**src/rtl/pdm_cap_pkg.sv**
```systemverilog
package pdm_cap_pkg;

  // index width with a floor of one bit
  function automatic int unsigned idx_width(input int unsigned n);
    return (n <= 1) ? 1 : $clog2(n);
  endfunction

  typedef enum logic {
    SLOT_RISE = 1'b0,
    SLOT_FALL = 1'b1
  } slot_e;

endpackage

```
**src/rtl/pdm_clk_divider.sv**
```systemverilog
module pdm_clk_divider
  import pdm_cap_pkg::*;
#(
  parameter int unsigned HALF_CYC = 8
) (
  input  logic clk,
  input  logic rst_n,
  input  logic run_i,
  input  logic clr_i,
  output logic mic_clk_o,
  output logic tick_o,
  output logic rise_o
);

  localparam int unsigned CW = idx_width(HALF_CYC);
  localparam logic [CW-1:0] LAST = CW'(HALF_CYC - 1);

  logic [CW-1:0] cnt_q, cnt_d;
  logic          lvl_q, lvl_d;
  logic          active;

  assign active = run_i && !clr_i;
  assign tick_o = active && (cnt_q == LAST);
  assign rise_o = tick_o && !lvl_q;

  always_comb begin
    cnt_d = cnt_q;
    lvl_d = lvl_q;
    if (!active) begin
      cnt_d = '0;
      lvl_d = 1'b0;
    end else if (tick_o) begin
      cnt_d = '0;
      lvl_d = ~lvl_q;
    end else begin
      cnt_d = cnt_q + CW'(1);
    end
  end

  always_ff @(posedge clk or negedge rst_n) begin
    if (!rst_n) begin
      cnt_q <= '0;
      lvl_q <= 1'b0;
    end else begin
      cnt_q <= cnt_d;
      lvl_q <= lvl_d;
    end
  end

  assign mic_clk_o = lvl_q;

endmodule

```
**src/rtl/pdm_pin_sync.sv**
```systemverilog
module pdm_pin_sync #(
  parameter int unsigned LANES = 2
) (
  input  logic             clk,
  input  logic             rst_n,
  input  logic [LANES-1:0] d_i,
  output logic [LANES-1:0] q_o
);

  for (genvar g = 0; g < LANES; g++) begin : g_lane
    logic meta_q, stab_q;
    always_ff @(posedge clk or negedge rst_n) begin
      if (!rst_n) begin
        meta_q <= 1'b0;
        stab_q <= 1'b0;
      end else begin
        meta_q <= d_i[g];
        stab_q <= meta_q;
      end
    end
    assign q_o[g] = stab_q;
  end

endmodule

```
**src/rtl/pdm_sample_timer.sv**
```systemverilog
module pdm_sample_timer
  import pdm_cap_pkg::*;
#(
  parameter int unsigned DELAY_CYC = 4,
  parameter int unsigned SLOTS     = 2
) (
  input  logic  clk,
  input  logic  rst_n,
  input  logic  run_i,
  input  logic  clr_i,
  input  logic  tick_i,
  input  logic  rise_i,
  output logic  fire_o,
  output slot_e slot_o
);

  localparam int unsigned DW = idx_width(DELAY_CYC);
  localparam logic [DW-1:0] LAST = DW'(DELAY_CYC - 1);

  logic [DW-1:0] dcnt_q, dcnt_d;
  logic          armed_q, armed_d;
  slot_e         phase_q, phase_d;
  logic          active, due, keep;

  assign active = run_i && !clr_i;
  assign due    = armed_q && (dcnt_q == LAST);

  // variant: a single slot per line uses rising-edge captures only
  if (SLOTS > 1) begin : g_dual
    assign keep = 1'b1;
  end else begin : g_single
    assign keep = (phase_q == SLOT_RISE);
  end

  assign fire_o = active && due && keep;
  assign slot_o = phase_q;

  always_comb begin
    dcnt_d  = dcnt_q;
    armed_d = armed_q;
    phase_d = phase_q;
    if (!active) begin
      dcnt_d  = '0;
      armed_d = 1'b0;
      phase_d = SLOT_RISE;
    end else if (tick_i) begin
      dcnt_d  = '0;
      armed_d = 1'b1;
      phase_d = rise_i ? SLOT_RISE : SLOT_FALL;
    end else if (due) begin
      armed_d = 1'b0;
    end else if (armed_q) begin
      dcnt_d = dcnt_q + DW'(1);
    end
  end

  always_ff @(posedge clk or negedge rst_n) begin
    if (!rst_n) begin
      dcnt_q  <= '0;
      armed_q <= 1'b0;
      phase_q <= SLOT_RISE;
    end else begin
      dcnt_q  <= dcnt_d;
      armed_q <= armed_d;
      phase_q <= phase_d;
    end
  end

endmodule

```
**src/rtl/pdm_lane_serializer.sv**
```systemverilog
module pdm_lane_serializer
  import pdm_cap_pkg::*;
#(
  parameter int unsigned LANES  = 2,
  parameter int unsigned LANE_W = idx_width(LANES)
) (
  input  logic              clk,
  input  logic              rst_n,
  input  logic              run_i,
  input  logic              clr_i,
  input  logic              load_i,
  input  logic [LANES-1:0]  bits_i,
  input  slot_e             slot_i,
  output logic              valid_o,
  output logic              bit_o,
  output logic [LANE_W-1:0] lane_o,
  output slot_e             slot_o
);

  localparam logic [LANE_W-1:0] LAST = LANE_W'(LANES - 1);

  logic [LANES-1:0]  sh_q, sh_d;
  logic [LANE_W-1:0] lane_q, lane_d;
  logic              busy_q, busy_d;
  slot_e             slot_q, slot_d;

  always_comb begin
    sh_d   = sh_q;
    lane_d = lane_q;
    busy_d = busy_q;
    slot_d = slot_q;
    if (!run_i || clr_i) begin
      busy_d = 1'b0;
      lane_d = '0;
    end else if (load_i) begin
      sh_d   = bits_i;
      lane_d = '0;
      busy_d = 1'b1;
      slot_d = slot_i;
    end else if (busy_q) begin
      if (lane_q == LAST) begin
        busy_d = 1'b0;
      end else begin
        lane_d = lane_q + LANE_W'(1);
        sh_d   = sh_q >> 1;
      end
    end
  end

  always_ff @(posedge clk or negedge rst_n) begin
    if (!rst_n) begin
      sh_q   <= '0;
      lane_q <= '0;
      busy_q <= 1'b0;
      slot_q <= SLOT_RISE;
    end else begin
      sh_q   <= sh_d;
      lane_q <= lane_d;
      busy_q <= busy_d;
      slot_q <= slot_d;
    end
  end

  assign valid_o = busy_q;
  assign bit_o   = sh_q[0];
  assign lane_o  = lane_q;
  assign slot_o  = slot_q;

endmodule

```
**src/rtl/pdm_capture_front.sv**
```systemverilog
module pdm_capture_front
  import pdm_cap_pkg::*;
#(
  parameter int unsigned LANES     = 2,
  parameter int unsigned SLOTS     = 2,
  parameter int unsigned HALF_CYC  = 8,
  parameter int unsigned SAMPLE_DLY = 4,
  localparam int unsigned LANE_W   = idx_width(LANES)
) (
  input  logic              clk,
  input  logic              rst_n,
  input  logic              run_i,
  input  logic              clr_i,
  output logic              mic_clk_o,
  input  logic [LANES-1:0]  mic_dat_i,
  output logic              smp_valid_o,
  output logic              smp_bit_o,
  output logic [LANE_W-1:0] smp_lane_o,
  output logic              smp_slot_o
);

  // reset: asserted at once, released after two clock edges
  logic [1:0] rst_sync_q;
  logic       rst_q;

  always_ff @(posedge clk or negedge rst_n) begin
    if (!rst_n) rst_sync_q <= 2'b00;
    else        rst_sync_q <= {rst_sync_q[0], 1'b1};
  end
  assign rst_q = rst_sync_q[1];

  logic             tick, rise, fire;
  logic [LANES-1:0] dat_sync;
  slot_e            cap_slot, out_slot;

  pdm_clk_divider #(.HALF_CYC(HALF_CYC)) u_div (
    .clk(clk), .rst_n(rst_q), .run_i(run_i), .clr_i(clr_i),
    .mic_clk_o(mic_clk_o), .tick_o(tick), .rise_o(rise)
  );

  pdm_pin_sync #(.LANES(LANES)) u_sync (
    .clk(clk), .rst_n(rst_q), .d_i(mic_dat_i), .q_o(dat_sync)
  );

  pdm_sample_timer #(.DELAY_CYC(SAMPLE_DLY), .SLOTS(SLOTS)) u_tmr (
    .clk(clk), .rst_n(rst_q), .run_i(run_i), .clr_i(clr_i),
    .tick_i(tick), .rise_i(rise), .fire_o(fire), .slot_o(cap_slot)
  );

  pdm_lane_serializer #(.LANES(LANES), .LANE_W(LANE_W)) u_ser (
    .clk(clk), .rst_n(rst_q), .run_i(run_i), .clr_i(clr_i),
    .load_i(fire), .bits_i(dat_sync), .slot_i(cap_slot),
    .valid_o(smp_valid_o), .bit_o(smp_bit_o), .lane_o(smp_lane_o),
    .slot_o(out_slot)
  );

  assign smp_slot_o = (out_slot == SLOT_FALL);

endmodule

```
**config.mk**
```make
export PLATFORM = sky130hd
export DESIGN_NAME = pdm_capture_front
export DESIGN_NICKNAME = d
export VERILOG_FILES = /design/src/rtl/pdm_cap_pkg.sv /design/src/rtl/pdm_clk_divider.sv /design/src/rtl/pdm_pin_sync.sv /design/src/rtl/pdm_sample_timer.sv /design/src/rtl/pdm_lane_serializer.sv /design/src/rtl/pdm_capture_front.sv
export SDC_FILE = /design/constraint.sdc
export NUM_CORES = 1
export LEC_CHECK = 0
export BUFFER_PORTS_ARGS = -buffer_cell sky130_fd_sc_hd__buf_2
export CAP_MARGIN = 20
export CORE_UTILIZATION = 40
export CTS_CLUSTER_SIZE = 16
export DETAILED_ROUTE_END_ITERATION = 10
export GPL_ROUTABILITY_DRIVEN = 0
export PLACE_DENSITY_LB_ADDON = 0.15
export RECOVER_POWER = 100
export SLEW_MARGIN = 20
export SYNTH_ARGS = -nofsm -noshare
export SYNTH_HDL_FRONTEND = slang
export SYNTH_SLANG_ARGS = --single-unit
```
**constraint.sdc**
```tcl
create_clock -name clk -period 1.06 [get_ports clk]
set_input_delay 0.212 -clock clk [delete_from_list [all_inputs] [get_ports clk]]
set_output_delay 0.212 -clock clk [all_outputs]
set_load 0.1 [all_outputs]
```
After elaboration in Yosys (flattened, before gate mapping)
Index checks and enable logic that the tools add are counted.
{ "word_totals": {"register_bits": 19, "latch_bits": 0, "ramBits": 0, "mem_bits_ro": 0, "output_inout_bits": 5, "word_cells": 65, "mem_count": 0} }
{ "op_classes": {"addsub": 3, "multipliers": 0, "div_mod_pow": 0, "magnitude_cmp": 0, "eq_ne": 7, "shifts": 0, "mux": 25, "bitwise_logic": 2, "reduce_logical": 14} }
{ "op_table": {"columns": ["cell", "count"], "rows": [
  ["$mux 1", 16],
  ["$mux 2", 7],
  ["$mux 3", 2],
  ["$ne 3x1->1 const B", 2],
  ["$logic_and 1x1->1", 5],
  ["$reduce_and 2->1", 2],
  ["$add 3x1->3 const B", 1],
  ["$eq 3x3->1 const B", 1],
  ["$logic_not 1->1", 3],
  ["$ne 3x3->1 const B", 1],
  ["$reduce_and 3->1", 1],
  ["$reduce_bool 3->1", 1],
  ["$add 2x1->2 const B", 1],
  ["$eq 2x2->1 const B", 1],
  ["$ne 2x1->1 const B", 1],
  ["$ne 2x2->1 const B", 1],
  ["$not 1->1", 2],
  ["$reduce_bool 2->1", 1],
  ["$add 1x1->1 const B", 1],
  ["$logic_or 1x1->1", 1]
]} }

Longest topological paths before layout
{ "depth": {"depth_word": 7, "ltp_mapped": 5, "mapped_depth_nobuf": 4} }

By module
From an unflattened synthesis, not the netlist that was laid out.
{ "hier_totals": {"cells_unflattened": 58, "hier_area_um2": 772.0} }
{ "by_module_without_submodules": {"columns": ["module", "instances", "cells_per_inst", "area_each_um2"], "rows": [
  ["pdm_lane_serializer", 1, 16, 214.0],
  ["pdm_clk_divider", 1, 15, 195.2],
  ["pdm_sample_timer", 1, 18, 193.9],
  ["pdm_pin_sync", 1, 6, 115.1],
  ["pdm_capture_front", 1, 3, 53.8]
]} }

Worst setup path before layout
No wires, ideal clock.
{ "synth_path": {"kind": "reg2reg", "start": "register u_ser.lane_q (netlist: u_ser.lane_o)", "end": "register u_ser.sh_q[1]", "setup_ns": 0.078, "t_arrival_ns": 1.510, "required_time_ns": 0.982, "slack_ns": -0.527, "path_stages_with_launch": 4, "n_path_buf": 0, "period_less_slack_ns": 1.587, "path_cell_list": "dfrtp_1 -> and2b_2 -> o21a_1 -> o2bb2ai_1"} }
{ "synth_between": {"elab_chain_len": 2} }
{ "synth_rtl": {"columns": ["item", "line", "source"], "rows": [
  ["from (decl)", "pdm_lane_serializer.sv:23", "logic [LANE_W-1:0] lane_q, lane_d;"],
  ["from (signal assigned)", "pdm_lane_serializer.sv:58", "lane_q <= lane_d;"],
  ["$ne 2x2->1 (no source line)", null, null],
  ["$reduce_and 3->1 (no source line)", null, null],
  ["to (signal assigned)", "pdm_lane_serializer.sv:52", "sh_q <= '0;"],
  ["to (signal assigned)", "pdm_lane_serializer.sv:57", "sh_q <= sh_d;"],
  ["to (decl)", "pdm_lane_serializer.sv:22", "logic [LANES-1:0] sh_q, sh_d;"]
]} }
Every way passes these cells.
A chain may end at the register's enable or synchronous reset.

Worst setup path after layout
{ "layout_path": {"start": "register u_ser.lane_q (netlist: u_ser.lane_o)", "end": "output smp_lane_o"} }
{ "layout_lines": {"columns": ["item", "line", "source"], "rows": [
  ["to (decl)", "pdm_capture_front.sv:18", "output logic [LANE_W-1:0] smp_lane_o,"]
]} }
No word-level cell between the ends.

==> results.md <==
- Reg clk slew, reported paths: 110 ps
- Fin worst setup slack: -222 ps
- Root Driver: clkbuf_4
- Via count: 495
- Setup Skew: 12.7 ps
- Synth Area in Simple Gates: 18.8%
- Combinational Power Share: 5.3%
- Utilization after layout: 63.6%
- Die width: 45.3 um
- Num Clock Sinks: 19
- Min-Delay Path Depth: 1
- Static Leak: 0.511 nW
- Hold path start: mic_dat_i[1]
- DRT Wirelength: 1250 um
- Setup TNS Final: -1560 ps
- Syn-to-layout area delta: 47.8%
- RSZ-0062 raised after global routing: yes
- Placed instance count: 95
- Post-synthesis sequential area ratio: 63.3%
- Pre-CTS setup slack: -104 ps
- Main combinational cell family by area after synthesis: simple AND/OR/NAND/NOR gates
- Syn_area_per_cell: 13.4 sq um
- Largest net degree at the start of global routing: 18
- Port bufs: 10
- Critical path data required time: 850 ps
- Synth Area in XOR/XNOR: 2.33%
- Clk pwr share: 30.9%
- Final nets: 94
- GRT Util Overall: 15.2%
- Overflow after GRT: 0
- CTS tree: yes
- Starting Density: 43.0%
- Max-Cap Viols: 0
- Avg WL per Cell: 11.5 um
- Yosys warns: 0
- Hold Violations, Final: 0
- R2R Path Start: u_ser.lane_o$_DFFE_PN0P_
- Reg2reg path depth: 5
- Post-DRT Antenna Nets: 0
- Later-pin clock latency in the skew report: 300 ps
- Cts bufs inserted: 3
- Layout cells sized above 1: 56.0%
- Count of unique library cells instantiated by Yosys: 23
- Status: finished, violations left
- Reg area: 487 sq um
- Multiplexer share of the synthesized area: 4.67%
- Clk buf depth: 2
- Highest clock rate: 780 MHz
- Iteration-0 DRC count of the detailed router: 5
- Antenna Diode Count: 0
- Via/cell ratio: 4.54
- Die Y-Extent: 45.3 um
- Crit path launch: u_ser.lane_o$_DFFE_PN0P_
- Power share of the sequential group: 63.8%
- Leading cell types in the layout, fill and taps excluded: 14 x dfrtp_1, 10 x buf_4, 5 x buf_12
- Drt pass-1 iters: 3
- #FFs+latches synth: 19
- DP Wirelength: 807 um
- Internal Power: 0.000908 W
- Startpoint Class: register
- Psw: 0.000260 W
- Synth Area in Adders: 5.00%
- Switching share of power: 22.3%
- CP max stage delay: 490 ps
- HP Class: in2reg
- CP max stage cell: dfrtp_4
- Data arrival, critical path: 1070 ps
- Maximum vdd drop: 0.000929 V
- First-pass GRT wire length: 2060 um
- CP cell instances: buf_6, buf_12
- Vias in the first global route: 475
- Endpoints failing setup: 14
- Fill count: 144
- Fin. max-slew vios: 0
- Mapped Cells: 56
- Post-route non-filler standard cell count: 109
- Cell Pwr Density: 1050 nW/um^2
- Htree depth: 1
- Failing checks: negative setup slack
- Final hold slack: 25.7 ps
- Crit path time final: 1280 ps
- Maximum fanout along the worst path: 2
- Multi-input gate area: 303 sq um
- Mapped Area: 751 sq um
- Core Footprint: 1750 sq um
- Top Ports: 11
- Critical Path End Type: output port
- Die area: 2050 sq um
- Row count: 15
- DR DRC count: 0
- Syn_nets: 65
- Most common cell after layout, fill and taps aside: dfrtp_1
- Synth Area in Compound Gates: 2.17%
- Initial antenna violation count: 0
- Kind of critical path: reg2out
- Period utilization: 121%
[worst max-delay path, delay by kind of cell (launching register included)]
kind | cells | cell delay (ps)
DFF | 1 | 490
buffers and inverters | 2 | 270
[area by class of cell]
cell class / instances / share of cell area (%)
Clock buffer: 3 / 2.03
Clock inverter: 1 / 0.451
Inverter: 1 / 0.338
Multi-Input combinational cell: 34 / 27.3
Sequential cell: 19 / 43.9
Tap cell: 25 / 2.82
Timing Repair Buffer: 26 / 23.2
[power by group through the flow]
stage | clock network, W | registers (W) | logic [W]
after floorplan | 0 | 0.000767 | 0.0000223
after global placement | 0 | 0.000758 | 0.0000498
after detailed placement | 0 | 0.000760 | 0.0000500
after CTS | 0.000378 | 0.000745 | 0.0000563
after global routing | 0.000409 | 0.000747 | 0.0000698
final | 0.000361 | 0.000745 | 0.0000616
[layer usage]
layer  vias to the layer above  track usage, %  part of all wire (%)
li1                        240               -                     -
met1                       244            18.9                    43
met2                         9            23.2                    52
met3                         2            3.60                   3.8
met4                         0            10.9                  0.96
met5                         -               0                     0
[synthesized netlist by cell type]
cell       number  area (sq um)
nor2_1          5          18.8
and2b_1         1          7.51
ha_1            3          37.5
dfrtp_1        19           475
nor3b_1         1          7.51
mux2_4          1          15.0
and2_1          2          12.5
buf_2           1          5.00
inv_1           1          3.75
nand2_1         2          7.51
and2b_2         2          17.5
nand2b_4        1          13.8
nand4_1         2          12.5
conb_1          1          3.75
nand3b_1        1          7.51
o21a_1          1          7.51
nor2_4          1          11.3
nor3_1          4          20.0
xnor2_1         2          17.5
nand3_1         1          5.00
buf_8           1          15.0
o2bb2ai_1       1          8.76
mux2i_1         2          20.0
[registers in the layout, summed over array words and instances, names as in the netlist]
name,count
u_sync.g_lane.meta_q,2
u_ser.valid_o,1
u_tmr.slot_o,1
rst_sync_q,2
u_ser.lane_o,1
u_tmr.dcnt_q,2
u_ser.slot_o,1
u_sync.g_lane.stab_q,2
u_ser.sh_q,2
u_div.mic_clk_o,1
u_tmr.armed_q,1
u_div.cnt_q,3
[metrics by stage]
step	total power [W]	instance area, sq um
floorplan	0.000789	796
global placement	0.000808	971
detailed placement	0.000810	971
CTS	0.00118	1050
global route	0.00123	1110
finish	0.00117	1110
[path summary, 6_finish.rpt]
path | end | slack, ps
setup reg to reg | u_ser.sh_q[1]$_DFFE_PN0P_ | -180
max in group asynchronous | u_div.mic_clk_o$_DFFE_PN0P_ | 440
hold reg to reg | u_ser.valid_o$_DFF_PN0_ | 290
min in group asynchronous | rst_sync_q[1]$_DFF_PN0_ | 210
setup / recovery | smp_lane_o | -220
hold / removal | u_sync.g_lane[1].meta_q$_DFF_PN0_ | 30
[logic make-up after synthesis]
logic type,count (synthesis)
flip-flops,19
AND/OR/NAND/NOR,23
XOR/XNOR,2
multiplexers,3
AO/OA/AOI/OAI,2
other,1
buffers and inverters,3
adder cells (fa/ha/maj),3
[repair_timing]
action / CTS / global route
setup buffers: 4 / 4
pin swaps: 1 / 2
setup endpoints to repair: 13 / 16
gates resized for setup: 3 / 6
hold buffers: 1 / 1
hold endpoints to repair: 2 / 1
Note: power is estimated with default switching activity, not from simulation.
